### config.mk
export PLATFORM = sky130hd
export DESIGN_NAME = tmr_unit
export DESIGN_NICKNAME = d
export VERILOG_FILES = /design/src/rtl/tmr_pkg.sv /design/src/rtl/tmr_tick.sv /design/src/rtl/tmr_core.sv /design/src/rtl/tmr_unit.sv
export SDC_FILE = /design/constraint.sdc
export NUM_CORES = 1
export LEC_CHECK = 0
export ABC_AREA = 1
export ABC_CLOCK_PERIOD_IN_PS = 2400
export BUFFER_PORTS_ARGS = -buffer_cell sky130_fd_sc_hd__buf_2
export CORE_ASPECT_RATIO = 0.75
export CORE_MARGIN = 2
export CORE_UTILIZATION = 29
export CTS_CLUSTER_DIAMETER = 50
export DETAILED_ROUTE_END_ITERATION = 16
export GPL_ROUTABILITY_DRIVEN = 0
export SYNTH_ARGS = -nofsm -noshare
export SYNTH_HDL_FRONTEND = slang
export SYNTH_SLANG_ARGS = --single-unit
### constraint.sdc
create_clock -name clk -period 2.4 [get_ports clk]
set_input_delay 0.36 -clock clk [delete_from_list [all_inputs] [get_ports clk]]
set_output_delay 0.36 -clock clk [all_outputs]
set_load 0.02 [all_outputs]
### src/rtl/tmr_pkg.sv
package tmr_pkg;
  localparam int ADDR_W = 2;

  typedef enum logic [1:0] {
    MODE_W16    = 2'd0,
    MODE_SPLIT  = 2'd1,
    MODE_PRESC  = 2'd2,
    MODE_RELOAD = 2'd3
  } tmr_mode_e;

  localparam logic [ADDR_W-1:0] A_LOW  = 2'd0;
  localparam logic [ADDR_W-1:0] A_HIGH = 2'd1;
  localparam logic [ADDR_W-1:0] A_CFG  = 2'd2;
  localparam logic [ADDR_W-1:0] A_STAT = 2'd3;
endpackage

### src/rtl/tmr_tick.sv
module tmr_tick #(
  parameter int CYC_DIV     = 12,
  parameter int SYNC_STAGES = 2
) (
  input  logic clk,
  input  logic rst,
  input  logic run,
  input  logic use_pin,
  input  logic pin,
  output logic ev
);
  localparam int CW = (CYC_DIV > 1) ? $clog2(CYC_DIV) : 1;
  localparam logic [CW-1:0] CYC_LAST = CW'(CYC_DIV - 1);

  logic [CW-1:0]          cyc_q;
  logic [SYNC_STAGES-1:0] sync_q;
  logic                   samp_q;
  logic                   tick;
  logic                   pin_now;

  // machine-cycle divider, restarts whenever run drops
  always_ff @(posedge clk) begin
    if (rst || !run)            cyc_q <= '0;
    else if (cyc_q == CYC_LAST) cyc_q <= '0;
    else                        cyc_q <= cyc_q + 1'b1;
  end

  assign tick = run && (cyc_q == CYC_LAST);

  // pin synchroniser chain
  always_ff @(posedge clk) begin
    if (rst) sync_q <= '0;
    else     sync_q <= {sync_q[SYNC_STAGES-2:0], pin};
  end

  assign pin_now = sync_q[SYNC_STAGES-1];

  // pin level sampled once per machine cycle
  always_ff @(posedge clk) begin
    if (rst)       samp_q <= 1'b0;
    else if (tick) samp_q <= pin_now;
  end

  assign ev = tick && (use_pin ? (pin_now && !samp_q) : 1'b1);

  // no count event without run
  a_r4_event_needs_run: assert property (@(posedge clk) disable iff (rst)
    ev |-> run);

  // events are at least one machine cycle apart
  a_r2_event_spacing: assert property (@(posedge clk) disable iff (rst)
    ev |=> !ev);
endmodule

### src/rtl/tmr_core.sv
module tmr_core
  import tmr_pkg::*;
#(
  parameter int W        = 8,
  parameter int PRE_BITS = 5
) (
  input  logic         clk,
  input  logic         rst,
  input  logic         ev,
  input  tmr_mode_e    mode,
  input  logic         wr_lo,
  input  logic         wr_hi,
  input  logic [W-1:0] wdata,
  input  logic         clr_f0,
  input  logic         clr_f1,
  output logic [W-1:0] lo_q,
  output logic [W-1:0] hi_q,
  output logic         f0_q,
  output logic         f1_q,
  output logic         roll_q
);
  localparam int PW = W + PRE_BITS;

  logic [W-1:0]  lo_n, hi_n;
  logic          roll0, roll1, step;
  logic [2*W:0]  s16;
  logic [W:0]    s_lo, s_hi;
  logic [PW:0]   s_pre;

  assign step  = ev && !wr_lo && !wr_hi;
  assign s16   = {1'b0, hi_q, lo_q} + (2*W+1)'(1);
  assign s_lo  = {1'b0, lo_q} + (W+1)'(1);
  assign s_hi  = {1'b0, hi_q} + (W+1)'(1);
  assign s_pre = {1'b0, hi_q, lo_q[PRE_BITS-1:0]} + (PW+1)'(1);

  always_comb begin
    lo_n  = lo_q;
    hi_n  = hi_q;
    roll0 = 1'b0;
    roll1 = 1'b0;
    if (step) begin
      case (mode)
        MODE_W16: begin
          {hi_n, lo_n} = s16[2*W-1:0];
          roll0        = s16[2*W];
        end
        MODE_SPLIT: begin
          lo_n  = s_lo[W-1:0];
          roll0 = s_lo[W];
          hi_n  = s_hi[W-1:0];
          roll1 = s_hi[W];
        end
        MODE_PRESC: begin
          hi_n  = s_pre[PW-1:PRE_BITS];
          lo_n  = {lo_q[W-1:PRE_BITS], s_pre[PRE_BITS-1:0]};
          roll0 = s_pre[PW];
        end
        default: begin
          if (&lo_q) begin
            lo_n  = hi_q;
            roll0 = 1'b1;
          end else begin
            lo_n  = s_lo[W-1:0];
          end
        end
      endcase
    end
    if (wr_lo) lo_n = wdata;
    if (wr_hi) hi_n = wdata;
  end

  always_ff @(posedge clk) begin
    if (rst) begin
      lo_q   <= '0;
      hi_q   <= '0;
      f0_q   <= 1'b0;
      f1_q   <= 1'b0;
      roll_q <= 1'b0;
    end else begin
      lo_q   <= lo_n;
      hi_q   <= hi_n;
      f0_q   <= roll0 | (f0_q & !clr_f0);
      f1_q   <= roll1 | (f1_q & !clr_f1);
      roll_q <= roll0;
    end
  end

  // a software write lands even when a step coincides
  a_r12_write_wins: assert property (@(posedge clk) disable iff (rst)
    wr_lo |=> lo_q == $past(wdata));

  // no event and no write keeps both bytes
  a_r4_hold: assert property (@(posedge clk) disable iff (rst)
    (!ev && !wr_lo && !wr_hi) |=> ($stable(lo_q) && $stable(hi_q)));

  // a flag only drops through a clear
  a_r11_flag_sticky: assert property (@(posedge clk) disable iff (rst)
    (f0_q && !clr_f0) |=> f0_q);
endmodule

### src/rtl/tmr_unit.sv
module tmr_unit
  import tmr_pkg::*;
#(
  parameter int CYC_DIV     = 12,
  parameter int W           = 8,
  parameter int PRE_BITS    = 5,
  parameter int SYNC_STAGES = 2
) (
  input  logic              clk,
  input  logic              rst,
  input  logic              run,
  input  logic              cnt_pin,
  input  logic              reg_wr,
  input  logic [ADDR_W-1:0] reg_addr,
  input  logic [W-1:0]      reg_wdata,
  output logic [W-1:0]      reg_rdata,
  output logic              ovf_flag,
  output logic              irq_req,
  output logic              roll_pulse
);
  tmr_mode_e    mode_q;
  logic         src_q, ie_q, irq_q;
  logic         ev;
  logic [W-1:0] lo, hi;
  logic         f0, f1, roll;
  logic         wr_lo, wr_hi, wr_cfg, wr_stat;

  assign wr_lo   = reg_wr && (reg_addr == A_LOW);
  assign wr_hi   = reg_wr && (reg_addr == A_HIGH);
  assign wr_cfg  = reg_wr && (reg_addr == A_CFG);
  assign wr_stat = reg_wr && (reg_addr == A_STAT);

  always_ff @(posedge clk) begin
    if (rst) begin
      mode_q <= MODE_W16;
      src_q  <= 1'b0;
      ie_q   <= 1'b0;
    end else if (wr_cfg) begin
      mode_q <= tmr_mode_e'(reg_wdata[1:0]);
      src_q  <= reg_wdata[2];
      ie_q   <= reg_wdata[3];
    end
  end

  tmr_tick #(
    .CYC_DIV    (CYC_DIV),
    .SYNC_STAGES(SYNC_STAGES)
  ) u_tick (
    .clk    (clk),
    .rst    (rst),
    .run    (run),
    .use_pin(src_q),
    .pin    (cnt_pin),
    .ev     (ev)
  );

  tmr_core #(
    .W       (W),
    .PRE_BITS(PRE_BITS)
  ) u_core (
    .clk   (clk),
    .rst   (rst),
    .ev    (ev),
    .mode  (mode_q),
    .wr_lo (wr_lo),
    .wr_hi (wr_hi),
    .wdata (reg_wdata),
    .clr_f0(wr_stat && reg_wdata[0]),
    .clr_f1(wr_stat && reg_wdata[1]),
    .lo_q  (lo),
    .hi_q  (hi),
    .f0_q  (f0),
    .f1_q  (f1),
    .roll_q(roll)
  );

  always_ff @(posedge clk) begin
    if (rst) begin
      irq_q     <= 1'b0;
      reg_rdata <= '0;
    end else begin
      irq_q <= ie_q && (f0 || f1);
      case (reg_addr)
        A_LOW:   reg_rdata <= lo;
        A_HIGH:  reg_rdata <= hi;
        A_CFG:   reg_rdata <= {{(W-4){1'b0}}, ie_q, src_q, mode_q};
        default: reg_rdata <= {{(W-2){1'b0}}, f1, f0};
      endcase
    end
  end

  assign ovf_flag   = f0;
  assign irq_req    = irq_q;
  assign roll_pulse = roll;

  // a request only follows an enabled interrupt
  a_r10_irq_needs_enable: assert property (@(posedge clk) disable iff (rst)
    irq_req |-> $past(ie_q));

  // rollover pulse lasts one clock
  a_r9_pulse_single: assert property (@(posedge clk) disable iff (rst)
    roll_pulse |=> !roll_pulse);

  // the pulse always comes with the flag
  a_r9_pulse_sets_flag: assert property (@(posedge clk) disable iff (rst)
    roll_pulse |-> ovf_flag);
endmodule

After elaboration in Yosys (flattened, before gate mapping) --
Cells that the tools add are included.
Word-level totals: logic and storage cells 73, input bits 15, register bits after elaboration 39, output and inout bits 11
Operators by class: bitwise operators 4, reduce and logical (&&, ||, !) cells 29, eq/ne operators 7, multiplexer cells 14, add/sub/neg operators 5
Operator list (number):
- 8-bit one-hot mux with 3 select lines | 3
- 8-bit two-way mux | 5
- 8-bit by 1-bit adder with 9-bit output (second input constant) | 2
- 16-bit by 1-bit adder with 17-bit output (second input constant) | 1
- 13-bit by 1-bit adder with 14-bit output (second input constant) | 1
- 1-bit logical AND | 12
- 8-bit AND reduction | 1
- 2-bit == test (second input constant) | 3
- 1-bit zero test | 6
- 1-bit two-way mux | 5
- 4-bit by 1-bit adder with 4-bit output (second input constant) | 1
- 2-bit by 1-bit == test with 1-bit output (second input constant) | 2
- 4-bit == test (second input constant) | 1
- 2-bit zero test | 2
- 2-bit AND reduction | 2
- 2-bit nonzero test | 2
- 4-bit nonzero test | 1
- 1-bit one-hot mux with 3 select lines | 1
- 1-bit bitwise AND | 2
- 1-bit logical OR | 2
- 2-bit by 1-bit != test with 1-bit output (second input constant) | 1
- 1-bit bitwise OR | 2
- 2-bit OR reduction | 1

Logic depth before layout (Yosys ltp) --
Gate-level depths: netlist (run 1).
word-level depth 8, gate-level depth with buffers 11, gate-level depth less buffers 11

Modules after synthesis --
Synthesis (run 1) repeated with hierarchy kept, for this count alone.
Unflattened totals: cells, all modules 411, area, all modules 2650.0 sq um
By module, submodules not included:
- tmr_core | area each 1771.7 sq um, seq. area each 380.4 sq um, cells an instance 291, instances 1
- tmr_unit | area each 595.6 sq um, seq. area each 260.2 sq um, cells an instance 84, instances 1
- tmr_tick | area each 282.8 sq um, seq. area each 140.1 sq um, cells an instance 36, instances 1

Least setup slack after synthesis (run 1) --
No wires, ideal clock.
kind flip-flop to flip-flop, start point register mode_q[0], end point register u_core.hi_q[1], clock period less this slack 1.739 ns, required time 2.268 ns, arrival time 1.607 ns, path buffers 1, path slack 0.661 ns, stages on the path, launching flop included 12, library setup time 0.132 ns, path through dfxtp_1 -> inv_1 -> ha_1 -> buf_2 -> inv_1 -> nand2_1 -> nor2_1 -> inv_1 -> a21oi_2 -> a21oi_1 -> o21ai_0 -> a21oi_1
On the way: word-level cells in the longest chain between the ends 4, elaborated cells between the ends (all ways) 8, classes of those cells eq/ne (2); mux (3); reduce/logical (3)
Ends and longest elaborated chain:
- start: declaration | line tmr_unit.sv:21 | tmr_mode_e mode_q;
- start signal: assignment | line tmr_unit.sv:39 | mode_q <= tmr_mode_e'(reg_wdata[1:0]);
- 2-bit == test (tied with other cells) | line tmr_core.sv:42 | case (mode)
- 8-bit one-hot mux with 3 select lines | line tmr_core.sv:42
- 8-bit two-way mux | line tmr_core.sv:41 | if (step) begin
- 8-bit two-way mux | line tmr_core.sv:69 | if (wr_hi) hi_n = wdata;
- end signal: assignment | line tmr_core.sv:81 | hi_q <= hi_n;
- end: declaration | line tmr_core.sv:17 | output logic [W-1:0] hi_q,
Parallel ways exist; a longest one is shown, timed or not. The select of a mux whose other input is x is not followed. A chain may end at the register's enable or synchronous reset.

Worst setup path after layout (run 1) --
start point register mode_q[0], end point register u_core.hi_q[7]
Same word-level chain as after synthesis.

==> results of run 1 <==
==> layout make-up <==
| type | instances | area [um^2] | area share, % |
|---|---|---|---|
| inverter | 62 | 233 | 7.67 |
| clock buffer | 6 | 139 | 4.58 |
| multi-input combinational | 303 | 1570 | 51.8 |
| sequential | 39 | 781 | 25.7 |
| tap | 108 | 135 | 4.45 |
| timing repair buffer | 27 | 140 | 4.62 |
| clock inverter | 2 | 35.0 | 1.15 |
==> metrics by stage <==
step	area [um^2]	hold WS (ps)	setup WS (ps)	power (mW)	std cells
5_1_grt	3030	281	52.0	1.73	547
2_1_floorplan	2610	388	661	0.820	411
4_1_cts	3030	273	345	1.67	547
6_report	3030	276	346	1.66	547
3_3_place_gp	2860	393	456	0.890	539
3_5_place_dp	2860	396	370	0.889	539
==> routing by layer <==
layer  GRT usage [%]  up-vias
li1                -     1395
met1            26.9     1315
met2            23.6      182
met3            5.31       12
met4            3.88        0
met5               0        -
==> cells by family (layout without fill, tap and decap cells) <==
group,count (synthesis),count (layout),share of synthesized area [%]
buf+inv,69,97,10.0
flops,39,39,29.9
xor+xnor,3,3,1.01
simple gates,202,202,35.9
fa+ha+maj,8,8,3.83
compound gates,90,90,19.4
==> where the power goes <==
group	total, mW	internal [mW]	leakage [nW]	switching (mW)
Combinational	0.190	0.0597	0.937	0.130
Sequential	0.692	0.667	0.317	0.0249
Clock	0.776	0.517	0.0868	0.259
==> how the worst max path moves through the flow <==
stage | from | endpoint | slack (ps) | cells after the start
floorplan | mode_q[0]$_SDFFE_PP0P_ | u_core.hi_q[1]$_SDFFE_PP0P_ | 660 | 11
global route | mode_q[0]$_SDFFE_PP0P_ | u_core.hi_q[7]$_SDFFE_PP0P_ | 50 | 10
finish | mode_q[0]$_SDFFE_PP0P_ | u_core.hi_q[7]$_SDFFE_PP0P_ | 350 | 10
CTS | mode_q[0]$_SDFFE_PP0P_ | u_core.hi_q[7]$_SDFFE_PP0P_ | 350 | 10
global placement | mode_q[1]$_SDFFE_PP0P_ | u_core.hi_q[7]$_SDFFE_PP0P_ | 460 | 10
detailed placement | mode_q[0]$_SDFFE_PP0P_ | u_core.hi_q[7]$_SDFFE_PP0P_ | 370 | 10
==> cells in the final DEF (no fill, tap or decap), types with 2 or more instances in the layout <==
cell                        netlist  final
sky130_fd_sc_hd__xor2_1           2      2
sky130_fd_sc_hd__buf_4            0      2
sky130_fd_sc_hd__inv_1           55     55
sky130_fd_sc_hd__a21oi_1         39     39
sky130_fd_sc_hd__o211ai_1         8      8
sky130_fd_sc_hd__o21ai_2          2      2
sky130_fd_sc_hd__nand2_2          4      4
sky130_fd_sc_hd__o21ai_1          3      3
sky130_fd_sc_hd__clkbuf_16        0      5
sky130_fd_sc_hd__o21ai_0         26     26
sky130_fd_sc_hd__nor2_1          36     36
sky130_fd_sc_hd__o22ai_1          3      3
sky130_fd_sc_hd__clkinv_1         2      2
sky130_fd_sc_hd__nor3_1           6      6
sky130_fd_sc_hd__inv_2            5      5
sky130_fd_sc_hd__dfxtp_1         39     39
sky130_fd_sc_hd__o2111ai_1        2      2
sky130_fd_sc_hd__buf_2            2     25
sky130_fd_sc_hd__nand2_4          3      3
sky130_fd_sc_hd__nand2_1         97     97
sky130_fd_sc_hd__nand4_1          6      6
sky130_fd_sc_hd__nor2_4           7      7
sky130_fd_sc_hd__nand3_1         36     36
sky130_fd_sc_hd__a31oi_1          2      2
sky130_fd_sc_hd__or2_2            4      4
sky130_fd_sc_hd__ha_1             8      8
==> state kept, by name (all words and copies together), names as in the netlist, 2 cells and up <==
signal / flops
mode_q: 2
reg_rdata: 8
u_core.hi_q: 8
u_core.lo_q: 8
u_tick.cyc_q: 4
u_tick.sync_q: 2
==> worst max-delay path, delay by kind of cell (launching register included) <==
kind,cells,cell delay [ps]
AO/OA/AOI/OAI,3,470
adder cells (fa/ha/maj),1,320
buffers and inverters,3,380
flip-flops,1,380
AND/OR/NAND/NOR,3,390
==> run summary, run 1 <==
TIMING
---------------------------------------------------------------------------------
Setup TNS ..........................................................         0 ps
Final setup violation count ........................................            0
Max Clock Freq .....................................................      487 MHz
Count of pins over their slew limit ................................            0
Number of hold violations in the final report ......................            0
Share of the clock period used by the worst path after layout ......        85.6%
RSZ-0062 raised after global routing ...............................        false
Least-Margin Pin Slew ..............................................       588 ps
Rel. slew slack ....................................................        60.6%
Clock skew after layout ............................................      5.23 ps
Final min period ...................................................      2050 ps

CLOCK TREE
---------------------------------------------------------------------------------
Cts repair resizes .................................................            0
Clock buffer count from CTS ........................................            5
Root Buffer Master ................................................. sky130_fd_sc_hd__clkbuf_16
Number of setup buffers added after CTS ............................            0
Clk buf depth ......................................................            2
Quantity of hold-fixing buffers added after cts ....................            0
Clock sink total ...................................................           39
Clk slew on worst S/H paths ........................................        60 ps
Source-to-sink clock delay at the later pin of the worst-skew pair .       280 ps
CTS tree ...........................................................          yes
H-tree lvl count ...................................................            2

DETAILED ROUTING
---------------------------------------------------------------------------------
Total number of vias ...............................................        2,904
Final ANT Viol Nets ................................................            0
Number of detailed-route iterations in the first pass ..............            5
Top layer reached by signal wires ..................................         met4
Total wirelength of the detailed-routed design .....................      8280 um
Met1 WL ............................................................      4020 um
DRC marker count from the first detailed-route iteration ...........          324
Wire length on met3 ................................................      1020 um
Via density per instance ...........................................         5.31
Routed WL per cell .................................................      15.1 um
Met2 routed WL .....................................................      3200 um
# DRC ..............................................................            0

WORST SETUP PATH
---------------------------------------------------------------------------------
WS Path Type .......................................................   reg -> reg
Type of element launching the critical path ........................    flip-flop
Slowest cell on the critical path .................................. sky130_fd_sc_hd__dfxtp_1
Crit-path max cell delay ...........................................       380 ps
Kind of capture point of the worst setup path ......................    flip-flop
Worst path cell trace .............................................. inv_1 > ha_1 > inv_1 > nand2_1 > nor2_1 > inv_1 > a21oi_2 > nand2_1 > o211ai_1 > a21oi_1
CP Max Fanout ......................................................            8
Dominant cell type by count on the critical path ................... sky130_fd_sc_hd__inv_1
Critical Path AT ...................................................      2220 ps
Worst flop-to-flop path startpoint ................................. mode_q[0]$_SDFFE_PP0P_
R2R depth ..........................................................           10
Reg-to-reg endpoint ................................................ u_core.hi_q[7]$_SDFFE_PP0P_
Worst setup slack for register-to-register paths ...................       350 ps
Required time worst endpoint .......................................      2570 ps

SYNTHESIS
---------------------------------------------------------------------------------
Cell area after synthesis ..........................................    2610 um^2
Post-synth top area cell ........................................... sky130_fd_sc_hd__dfxtp_1
Count of flip-flops with a built-in enable after synthesis .........            0
Part of the Yosys area used for sequential elements ................        29.9%
Fraction of registers with async set/reset .........................           0%
Total of flip-flops plus latches after synthesis ...................           39
Synthesized net count ..............................................          434
Number of warnings issued by yosys .................................            0
Top cell types by occurrence after synthesis ....................... sky130_fd_sc_hd__nand2_1 (97), sky130_fd_sc_hd__inv_1 (55), sky130_fd_sc_hd__a21oi_1 (39), sky130_fd_sc_hd__dfxtp_1 (39)
Proportion of netlist area held by the largest area contributor ....        29.9%
Most instantiated flip-flop cell in the synthesis netlist .......... sky130_fd_sc_hd__dfxtp_1
Count of mapped cells out of synthesis .............................          411
Count of cell types in the netlist .................................           35
Most used standard cell by instance count after synthesis .......... sky130_fd_sc_hd__nand2_1
Average instance area after synthesis ..............................    6.36 um^2
Largest cells by area after synthesis .............................. sky130_fd_sc_hd__dfxtp_1 (30%), sky130_fd_sc_hd__nand2_1 (14%), sky130_fd_sc_hd__inv_1 (7.9%), sky130_fd_sc_hd__a21oi_1 (7.5%), sky130_fd_sc_hd__nand3_1 (6.9%)

POWER AND IR DROP
---------------------------------------------------------------------------------
Highest ir drop seen on vdd ........................................   0.000287 V
Cell Pwr Density ...................................................  546 nW/um^2
Static leakage .....................................................      1.34 nW

GLOBAL ROUTING
---------------------------------------------------------------------------------
Global-route wire length before repair .............................    13,600 um
Number of global-route vias before repair ..........................        2,615
Antenna violations before repair ...................................            0
Pin count of the biggest net entering global routing ...............           19
Total GRT Usage ....................................................        17.5%
Global-route congestion overflow total .............................            0

DIE
---------------------------------------------------------------------------------
Core region area ...................................................    8600 um^2
Vertical extent of the die .........................................      86.2 um
I/O pins ...........................................................           26
Area enclosed by the die boundary ..................................    9800 um^2
Die width ..........................................................       114 um
Num rows ...........................................................           29
Effective utilization at floorplan .................................        30.4%

FINISH
---------------------------------------------------------------------------------
Antenna diode count ................................................            0
Fraction of final layout cells sized beyond drive strength 1 .......        14.4%
Layout overhead on the synthesized area ............................        16.1%
Filler Cells Inserted ..............................................          923
Total number of nets in the final design ...........................          461
Finished Core Util .................................................        35.3%

HOLD PATH
---------------------------------------------------------------------------------
Hold crit path type ................................................    in -> reg
Hold Path Stages ...................................................            3
Startpoint of the tightest hold check path .........................      cnt_pin
Hold-critical path endpoint ........................................ u_tick.sync_q[0]$_SDFF_PP0_

PLACED DESIGN
---------------------------------------------------------------------------------
Post-DP HPWL .......................................................      6240 um
Number of buffer cells added on primary ports ......................           25

RUN
---------------------------------------------------------------------------------
Number of max-capacitance violations reported ......................            0

OUTCOME
---------------------------------------------------------------------------------
Result of the run .................................................. finished clean

No activity file was read; power rests on OpenSTA's default activity.
==> run 2, diff against run 1 <==
--- a/config.mk
+++ b/config.mk
@@ -5,8 +5,7 @@
 export SDC_FILE = /design/constraint.sdc
 export NUM_CORES = 1
 export LEC_CHECK = 0
-export ABC_AREA = 1
-export ABC_CLOCK_PERIOD_IN_PS = 2400
+export ABC_CLOCK_PERIOD_IN_PS = 1920
 export BUFFER_PORTS_ARGS = -buffer_cell sky130_fd_sc_hd__buf_2
 export CORE_ASPECT_RATIO = 0.75
 export CORE_MARGIN = 2
==> constraint.sdc (replaced) <==
create_clock -name clk -period 1.92 [get_ports clk]
set_input_delay 0.288 -clock clk [delete_from_list [all_inputs] [get_ports clk]]
set_output_delay 0.288 -clock clk [all_outputs]
set_load 0.02 [all_outputs]
==> run 2 against run 1 <==
Effect of this change:
- register-to-register slack worse by 270 ps
- cell area fell by 0.70%
- worst hold slack worse by 76 ps
- critical endpoint unchanged
- cell count down 15%
- highest routed layer unchanged
- synthesized area decreased by 7.5%
- first-iteration DRC count shrank 31%
- sequential power up 24%
- largest cell class unchanged
==> run summary, run 2 <==
FINISH
---------------------------------------------------------------------------------
Filler Cells Inserted ..............................................          853
Largest registers .................................................. reg_rdata (8), u_core.hi_q (8), u_core.lo_q (8)
Fraction of final layout cells sized beyond drive strength 1 .......        26.3%
Total area of multi-input combinational cells ......................    1560 um^2
Reg area ...........................................................     787 um^2
Most frequent cells in the layout .................................. sky130_fd_sc_hd__nor2_1 (38), sky130_fd_sc_hd__buf_4 (38), sky130_fd_sc_hd__dfxtp_1 (34)
Layout overhead on the synthesized area ............................        24.6%
Antenna diode count ................................................            0
Total number of nets in the final design ...........................          383

TIMING
---------------------------------------------------------------------------------
Final min period ...................................................      1850 ps
RSZ-0062 raised after global routing ...............................         true
Worst Slack Setup Final ............................................      73.3 ps
Share of the clock period used by the worst path after layout ......        96.2%
Final setup violation count ........................................            0
Number of hold violations in the final report ......................            0
Count of pins over their slew limit ................................            0
Max Clock Freq .....................................................      542 MHz
Least-Margin Pin Slew ..............................................       473 ps
Clock skew after layout ............................................      16.1 ps
Rel. slew slack ....................................................        68.4%

GLOBAL ROUTING
---------------------------------------------------------------------------------
Number of global-route vias before repair ..........................        2,373
Global-route congestion overflow total .............................            0
Antenna violations before repair ...................................            0
Pin count of the biggest net entering global routing ...............           26
Global-route wire length before repair .............................    12,100 um
Total GRT Usage ....................................................        17.0%

SYNTHESIS
---------------------------------------------------------------------------------
Total of flip-flops plus latches after synthesis ...................           39
Average instance area after synthesis ..............................    7.67 um^2
Proportion of netlist area held by the largest area contributor ....        32.3%
Fraction of registers with async set/reset .........................           0%
Largest cells by area after synthesis .............................. sky130_fd_sc_hd__dfxtp_1 (32%), sky130_fd_sc_hd__nor2_1 (6.2%), sky130_fd_sc_hd__a21oi_1 (4.3%), sky130_fd_sc_hd__nand3_1 (4.3%), sky130_fd_sc_hd__nand2_1 (4.2%)
Count of flip-flops with a built-in enable after synthesis .........            0
Top cell types by occurrence after synthesis ....................... sky130_fd_sc_hd__nor2_1 (40), sky130_fd_sc_hd__dfxtp_1 (39), sky130_fd_sc_hd__nand2_1 (27)
Most used standard cell by instance count after synthesis .......... sky130_fd_sc_hd__nor2_1
Post-synth top area cell ........................................... sky130_fd_sc_hd__dfxtp_1
Synthesized net count ..............................................          338
Count of cell types in the netlist .................................           45
Cell area after synthesis ..........................................    2420 um^2
Number of warnings issued by yosys .................................            0
Most instantiated flip-flop cell in the synthesis netlist .......... sky130_fd_sc_hd__dfxtp_1
Count of mapped cells out of synthesis .............................          315
Part of the Yosys area used for sequential elements ................        32.3%

DETAILED ROUTING
---------------------------------------------------------------------------------
# DRC ..............................................................            0
Total wirelength of the detailed-routed design .....................      7700 um
Via density per instance ...........................................         5.60
Final ANT Viol Nets ................................................            0
Total number of vias ...............................................        2,608
DRC marker count from the first detailed-route iteration ...........          223
Routed WL per cell .................................................      16.5 um
Number of detailed-route iterations in the first pass ..............            5

WORST SETUP PATH
---------------------------------------------------------------------------------
Critical path launch point ......................................... u_core.hi_q[2]$_SDFFE_PP0P_
Critical Path AT ...................................................      2030 ps
Type of element launching the critical path ........................    flip-flop
CP Max Fanout ......................................................           11
Worst path cell trace .............................................. and3_1 > nand2_1 > nor3_1 > xor2_1 > a211oi_1 > o22ai_1
Slowest cell on the critical path .................................. sky130_fd_sc_hd__dfxtp_1
Kind of cell with the highest combined delay on the critical path ..   flip-flops
Worst flop-to-flop path startpoint ................................. u_core.hi_q[2]$_SDFFE_PP0P_
Kind of capture point of the worst setup path ......................    flip-flop
WS Path Type .......................................................   reg -> reg
Required time worst endpoint .......................................      2110 ps
Crit-path max cell delay ...........................................       620 ps
Number of buffers and inverters on the critical path ...............            0

PLACED DESIGN
---------------------------------------------------------------------------------
Setup slack after placement ........................................     -48.6 ps
Post-DP HPWL .......................................................      5750 um
Number of buffer cells added on primary ports ......................           25

HOLD PATH
---------------------------------------------------------------------------------
Startpoint of the tightest hold check path ......................... reg_wdata[6]
Hold crit path type ................................................    in -> reg

CLOCK TREE
---------------------------------------------------------------------------------
Clock buffer count from CTS ........................................            5
Root Buffer Master ................................................. sky130_fd_sc_hd__clkbuf_8
Clk slew on worst S/H paths ........................................        90 ps
CTS tree ...........................................................          yes
Source-to-sink clock delay at the later pin of the worst-skew pair .       310 ps
H-tree lvl count ...................................................            2
Clk buf depth ......................................................            2
Clock sink total ...................................................           39

DIE
---------------------------------------------------------------------------------
Num rows ...........................................................           28
Die width ..........................................................       109 um
I/O pins ...........................................................           26
Core region area ...................................................    7990 um^2
Vertical extent of the die .........................................      83.1 um
Effective utilization at floorplan .................................        30.3%
Area enclosed by the die boundary ..................................    9090 um^2

POWER AND IR DROP
---------------------------------------------------------------------------------
Highest ir drop seen on vdd ........................................   0.000328 V
Tot Pwr ............................................................      1.70 mW
Cell Pwr Density ...................................................  565 nW/um^2
Static leakage .....................................................      1.20 nW

RUN
---------------------------------------------------------------------------------
Number of max-capacitance violations reported ......................            0

OUTCOME
---------------------------------------------------------------------------------
Result of the run .................................................. finished clean

run 2: changes by cell type after synthesis, sizes merged, moves of 8 or more:
| cell | previous run | this run |
|---|---|---|
| nand2 | 104 | 27 |
| inv | 60 | 6 |
| o21ai | 31 | 10 |
| a21oi | 40 | 21 |
| clkbuf | 4 | 20 |
| nand3 | 36 | 21 |
| and3 | 0 | 11 |
| nor2b | 0 | 9 |
| a22oi | 0 | 8 |
| xnor2 | 1 | 9 |
run 2: worst paths after layout:
path                                 endpoint  slack, ps  cells past startpoint
hold reg to reg    u_tick.cyc_q[0]$_SDFF_PP0_        420                      1
hold / removal    u_core.lo_q[6]$_SDFFE_PP0P_        200                      2
setup reg to reg  u_core.hi_q[7]$_SDFFE_PP0P_         70                      6
setup / recovery  u_core.hi_q[7]$_SDFFE_PP0P_         70                      6
run 2: power by group:
group | switching [mW] | total, mW | internal, mW
registers | 0.0243 | 0.858 | 0.833
logic | 0.148 | 0.256 | 0.108
clock network | 0.329 | 0.589 | 0.260
total | 0.501 | 1.70 | 1.20
run 2: routing by layer:
| metal | global-route usage, % | up-vias | part of all wire, % |
|---|---|---|---|
| met5 | 0 | - | 0 |
| met4 | 5.06 | 0 | 0.77 |
| met3 | 3.92 | 8 | 11 |
| met2 | 22.9 | 141 | 41 |
| met1 | 26.2 | 1235 | 47 |
| li1 | - | 1224 | - |
run 2: metrics by stage:
| stage | hold WS [ps] | utilization, % | instances | TNS, ps | area [um^2] |
|---|---|---|---|---|---|
| 2_1_floorplan | 398 | - | 315 | 0 | 2420 |
| 3_5_place_dp | 431 | 35.6 | 457 | -107 | 2840 |
| 6_report | 200 | 37.7 | 466 | 0 | 3010 |
| 5_1_grt | 202 | 37.7 | 466 | -65.8 | 3010 |
| 3_3_place_gp | 426 | 35.6 | 457 | 0 | 2840 |
| 4_1_cts | 197 | 37.0 | 466 | 0 | 2960 |
run 2: area by class of cell:
cell class	count	share of cell area [%]
Multi-Input combinational cell	244	51.7
Sequential cell	39	26.1
Timing Repair Buffer	64	14.0
Tap cell	105	4.36
Clock buffer	5	2.28
Clock inverter	3	0.831
Inverter	6	0.748
run 2: cells by family after synthesis:
group	count (synthesis)	share of synthesized area, %
DFF	39	32.3
muxes	9	4.76
xor gates and xnor gates	15	5.43
AOI/OAI and AO/OA	69	18.9
and+or+nand+nor	143	28.7
adders and majority gates	8	4.14
buffers and inverters	32	5.74
run 2: repair_timing:
| action | CTS | global route |
|---|---|---|
| pin swaps | 0 | 1 |
| buffers inserted | 1 | 0 |
| hold buffers | 0 | 0 |
| endpoints found under the hold margin | 0 | 0 |
| gates resized for setup | 4 | 21 |
| endpoints found under the setup margin | 3 | 15 |
==> run 3, diff against run 2 <==
--- a/config.mk
+++ b/config.mk
@@ -15,4 +15,5 @@
 export GPL_ROUTABILITY_DRIVEN = 0
 export SYNTH_ARGS = -nofsm -noshare
 export SYNTH_HDL_FRONTEND = slang
+export SYNTH_HIERARCHICAL = 1
 export SYNTH_SLANG_ARGS = --single-unit
==> run 3 against run 2 <==
Effect of this change:
- the flow now finishes with violations (negative setup slack)
- cell area increased by 14%
- synthesized area increased by 2.5%
- critical path depth increased by 2
- clock skew decreased by 8.6 ps
- largest power group unchanged
==> run summary, run 3 <==
DETAILED ROUTING
---------------------------------------------------------------------------------
Final ANT Viol Nets ................................................            0
Via density per instance ...........................................         5.47
Routed WL per cell .................................................      16.7 um
Total number of vias ...............................................        2,630
# DRC ..............................................................            0
Number of detailed-route iterations in the first pass ..............            5
DRC marker count from the first detailed-route iteration ...........          268
Total wirelength of the detailed-routed design .....................      8040 um

FINISH
---------------------------------------------------------------------------------
Post-route cell area ...............................................    3450 um^2
Largest registers .................................................. reg_rdata (8), u_core/hi_q (8), u_core/lo_q (8)
Antenna diode count ................................................            0
Layout overhead on the synthesized area ............................        39.0%
Total number of nets in the final design ...........................          394
Most frequent cells in the layout .................................. sky130_fd_sc_hd__buf_4 (57), sky130_fd_sc_hd__dfxtp_1 (36), sky130_fd_sc_hd__buf_2 (25)
Fraction of final layout cells sized beyond drive strength 1 .......        35.7%
Commonest non-fill, non-tap cell in the layout ..................... sky130_fd_sc_hd__buf_4

POWER AND IR DROP
---------------------------------------------------------------------------------
Highest ir drop seen on vdd ........................................   0.000437 V
Static leakage .....................................................      1.42 nW
Cell Pwr Density ...................................................  557 nW/um^2

OUTCOME
---------------------------------------------------------------------------------
Failing checks ..................................................... negative setup slack
Result of the run .................................................. finished, violations left

SYNTHESIS
---------------------------------------------------------------------------------
Largest family of logic cells by synthesized area .................. simple AND/OR/NAND/NOR gates
Most used standard cell by instance count after synthesis .......... sky130_fd_sc_hd__dfxtp_1
Count of cell types in the netlist .................................           53
Largest cells by area after synthesis .............................. sky130_fd_sc_hd__dfxtp_1 (31%), sky130_fd_sc_hd__mux2i_1 (4.0%), sky130_fd_sc_hd__ha_1 (3.5%), sky130_fd_sc_hd__a21oi_1 (3.4%), sky130_fd_sc_hd__nand2_1 (3.3%)
Cell area after synthesis ..........................................    2480 um^2
Part of the Yosys area used for sequential elements ................        31.5%
Most instantiated flip-flop cell in the synthesis netlist .......... sky130_fd_sc_hd__dfxtp_1
Top cell types by occurrence after synthesis ....................... sky130_fd_sc_hd__dfxtp_1 (39), sky130_fd_sc_hd__nand2_1 (22), sky130_fd_sc_hd__nor2_1 (22)
Compound-gate portion of the synthesized area ......................        22.3%
Average instance area after synthesis ..............................    8.29 um^2
Mux cell area share after synthesis ................................        5.86%
Post-Synth Simple-Gate Area ........................................        27.0%
Post-synth top area cell ........................................... sky130_fd_sc_hd__dfxtp_1
Number of warnings issued by yosys .................................            6
Area share of xor/xnor cells in the synthesized design .............        3.89%
Count of flip-flops with a built-in enable after synthesis .........            0
Fraction of registers with async set/reset .........................           0%
Total of flip-flops plus latches after synthesis ...................           39
Count of mapped cells out of synthesis .............................          299
Adder-cell share of the synthesized area ...........................        3.53%
Proportion of netlist area held by the largest area contributor ....        31.5%
Synthesized net count ..............................................          321

WORST SETUP PATH
---------------------------------------------------------------------------------
Type of element launching the critical path ........................    flip-flop
Worst setup slack for register-to-register paths ...................      -160 ps
WS Path Type .......................................................   reg -> reg
Required time worst endpoint .......................................      2130 ps
Kind of capture point of the worst setup path ......................    flip-flop
Critical Path AT ...................................................      2290 ps
CP Max Fanout ......................................................            4

RUN
---------------------------------------------------------------------------------
Number of max-capacitance violations reported ......................            0

PLACED DESIGN
---------------------------------------------------------------------------------
Post-DP HPWL .......................................................      5920 um
Number of buffer cells added on primary ports ......................           25
Total cell area at the placement stage .............................    3050 um^2

CLOCK TREE
---------------------------------------------------------------------------------
CTS tree ...........................................................          yes
Root Buffer Master ................................................. sky130_fd_sc_hd__clkbuf_16
Clk buf depth ......................................................            2
Clk slew on worst S/H paths ........................................        60 ps
Clock sink total ...................................................           39
Source-to-sink clock delay at the later pin of the worst-skew pair .       280 ps
H-tree lvl count ...................................................            2
Clock buffer count from CTS ........................................            5

TIMING
---------------------------------------------------------------------------------
Count of pins over their slew limit ................................            0
Worst Slack Setup Final ............................................      -164 ps
Rel. slew slack ....................................................        76.5%
RSZ-0062 raised after global routing ...............................         true
Final setup violation count ........................................            6
Share of the clock period used by the worst path after layout ......         109%
Least-Margin Pin Slew ..............................................       343 ps
Number of hold violations in the final report ......................            0
Final min period ...................................................      2080 ps
Worst hold slack across all endpoints ..............................       234 ps
Max Clock Freq .....................................................      480 MHz
Clock skew after layout ............................................      7.49 ps

DIE
---------------------------------------------------------------------------------
I/O pins ...........................................................           26
Num rows ...........................................................           29
Area enclosed by the die boundary ..................................    9310 um^2
Vertical extent of the die .........................................      84.1 um
Effective utilization at floorplan .................................        29.6%
Core region area ...................................................    8380 um^2
Die width ..........................................................       111 um

HOLD PATH
---------------------------------------------------------------------------------
Hold crit path type ................................................    in -> reg

GLOBAL ROUTING
---------------------------------------------------------------------------------
Total GRT Usage ....................................................        17.1%
Global-route congestion overflow total .............................            0
Pin count of the biggest net entering global routing ...............           18
Global-route wire length before repair .............................    12,800 um
Antenna violations before repair ...................................            0
Number of global-route vias before repair ..........................        2,408

[run 3: changes by cell type after synthesis, moves of 5 or more]
cell	previous run	this run
sky130_fd_sc_hd__nand3_1	21	10
sky130_fd_sc_hd__nand2_1	27	22
sky130_fd_sc_hd__nor3b_1	1	7
sky130_fd_sc_hd__a22oi_1	8	3
sky130_fd_sc_hd__a211oi_1	1	9
sky130_fd_sc_hd__clkbuf_1	20	13
sky130_fd_sc_hd__nor2_1	40	22
sky130_fd_sc_hd__nor4_1	5	0
[run 3: repair_timing]
item | CTS | global route
endpoints found under the setup margin | 10 | 17
hold buffers | 0 | 0
buffers inserted | 3 | 7
resized for setup | 8 | 30
pin swaps | 3 | 9
[run 3: final cells by class]
class,count,area [um^2]
clock buffer,7,133
clock inverter,1,5.00
fill,819,4940
inverter,10,37.5
multi-input combinational,228,1730
sequential,39,785
tap,108,135
timing repair buffer,88,621
[run 3: logic make-up after synthesis]
kind of cell,after synthesis
AOI/OAI and AO/OA,80
buffers and inverters,32
muxes,12
DFF,39
xor gates and xnor gates,11
adders and majority gates,7
and+or+nand+nor,118
[run 3: worst max-delay path, stage by stage, from the launching register on]
cell and delay [ps]:
sky130_fd_sc_hd__dfxtp_2 350, sky130_fd_sc_hd__ha_4 150, sky130_fd_sc_hd__nand4b_4 110, sky130_fd_sc_hd__a21oi_4 140, sky130_fd_sc_hd__or3b_4 390, sky130_fd_sc_hd__or3_4 360, sky130_fd_sc_hd__buf_6 150, sky130_fd_sc_hd__a311o_1 260
sky130_fd_sc_hd__o22ai_1 110
[run 3: worst paths after layout]
| kind | to | cells past startpoint | from |
|---|---|---|---|
| worst max register to register | u_core/hi_q[4]$_SDFFE_PP0P_ | 8 | u_tick/cyc_q[0]$_SDFF_PP0_ |
| worst max-delay path | u_core/hi_q[4]$_SDFFE_PP0P_ | 8 | u_tick/cyc_q[0]$_SDFF_PP0_ |
| worst min register to register | u_tick/sync_q[1]$_SDFF_PP0_ | 1 | u_tick/sync_q[0]$_SDFF_PP0_ |
| worst min-delay path | u_tick/sync_q[0]$_SDFF_PP0_ | 2 | cnt_pin |
[run 3: per-stage QoR]
stage               setup slack, ps  setup TNS, ps  std cells  total power, mW  utilization (%)
detailed placement             -262           -894        463             1.12             36.4
finish                         -164           -518        481             1.92             41.1
global route                   -209           -886        481             2.00             41.1
floorplan                      -232           -330        299             1.01                -
global placement               -210           -604        463             1.12             36.4
CTS                            -173           -467        474             1.92             38.8
[run 3: per-layer routing]
metal / GRT usage, % / vias to the layer above / routed length, um
met5: 0 / - / 0
met4: 4.55 / 0 / 133
met3: 4.07 / 16 / 648
met2: 23.5 / 133 / 3300
met1: 26.2 / 1225 / 3950
li1: - / 1256 / -
[run 3: report_power, final]
group	switching, mW	internal (mW)	total (mW)
clock	0.310	0.480	0.790
combinational	0.154	0.120	0.274
sequential	0.0206	0.833	0.854
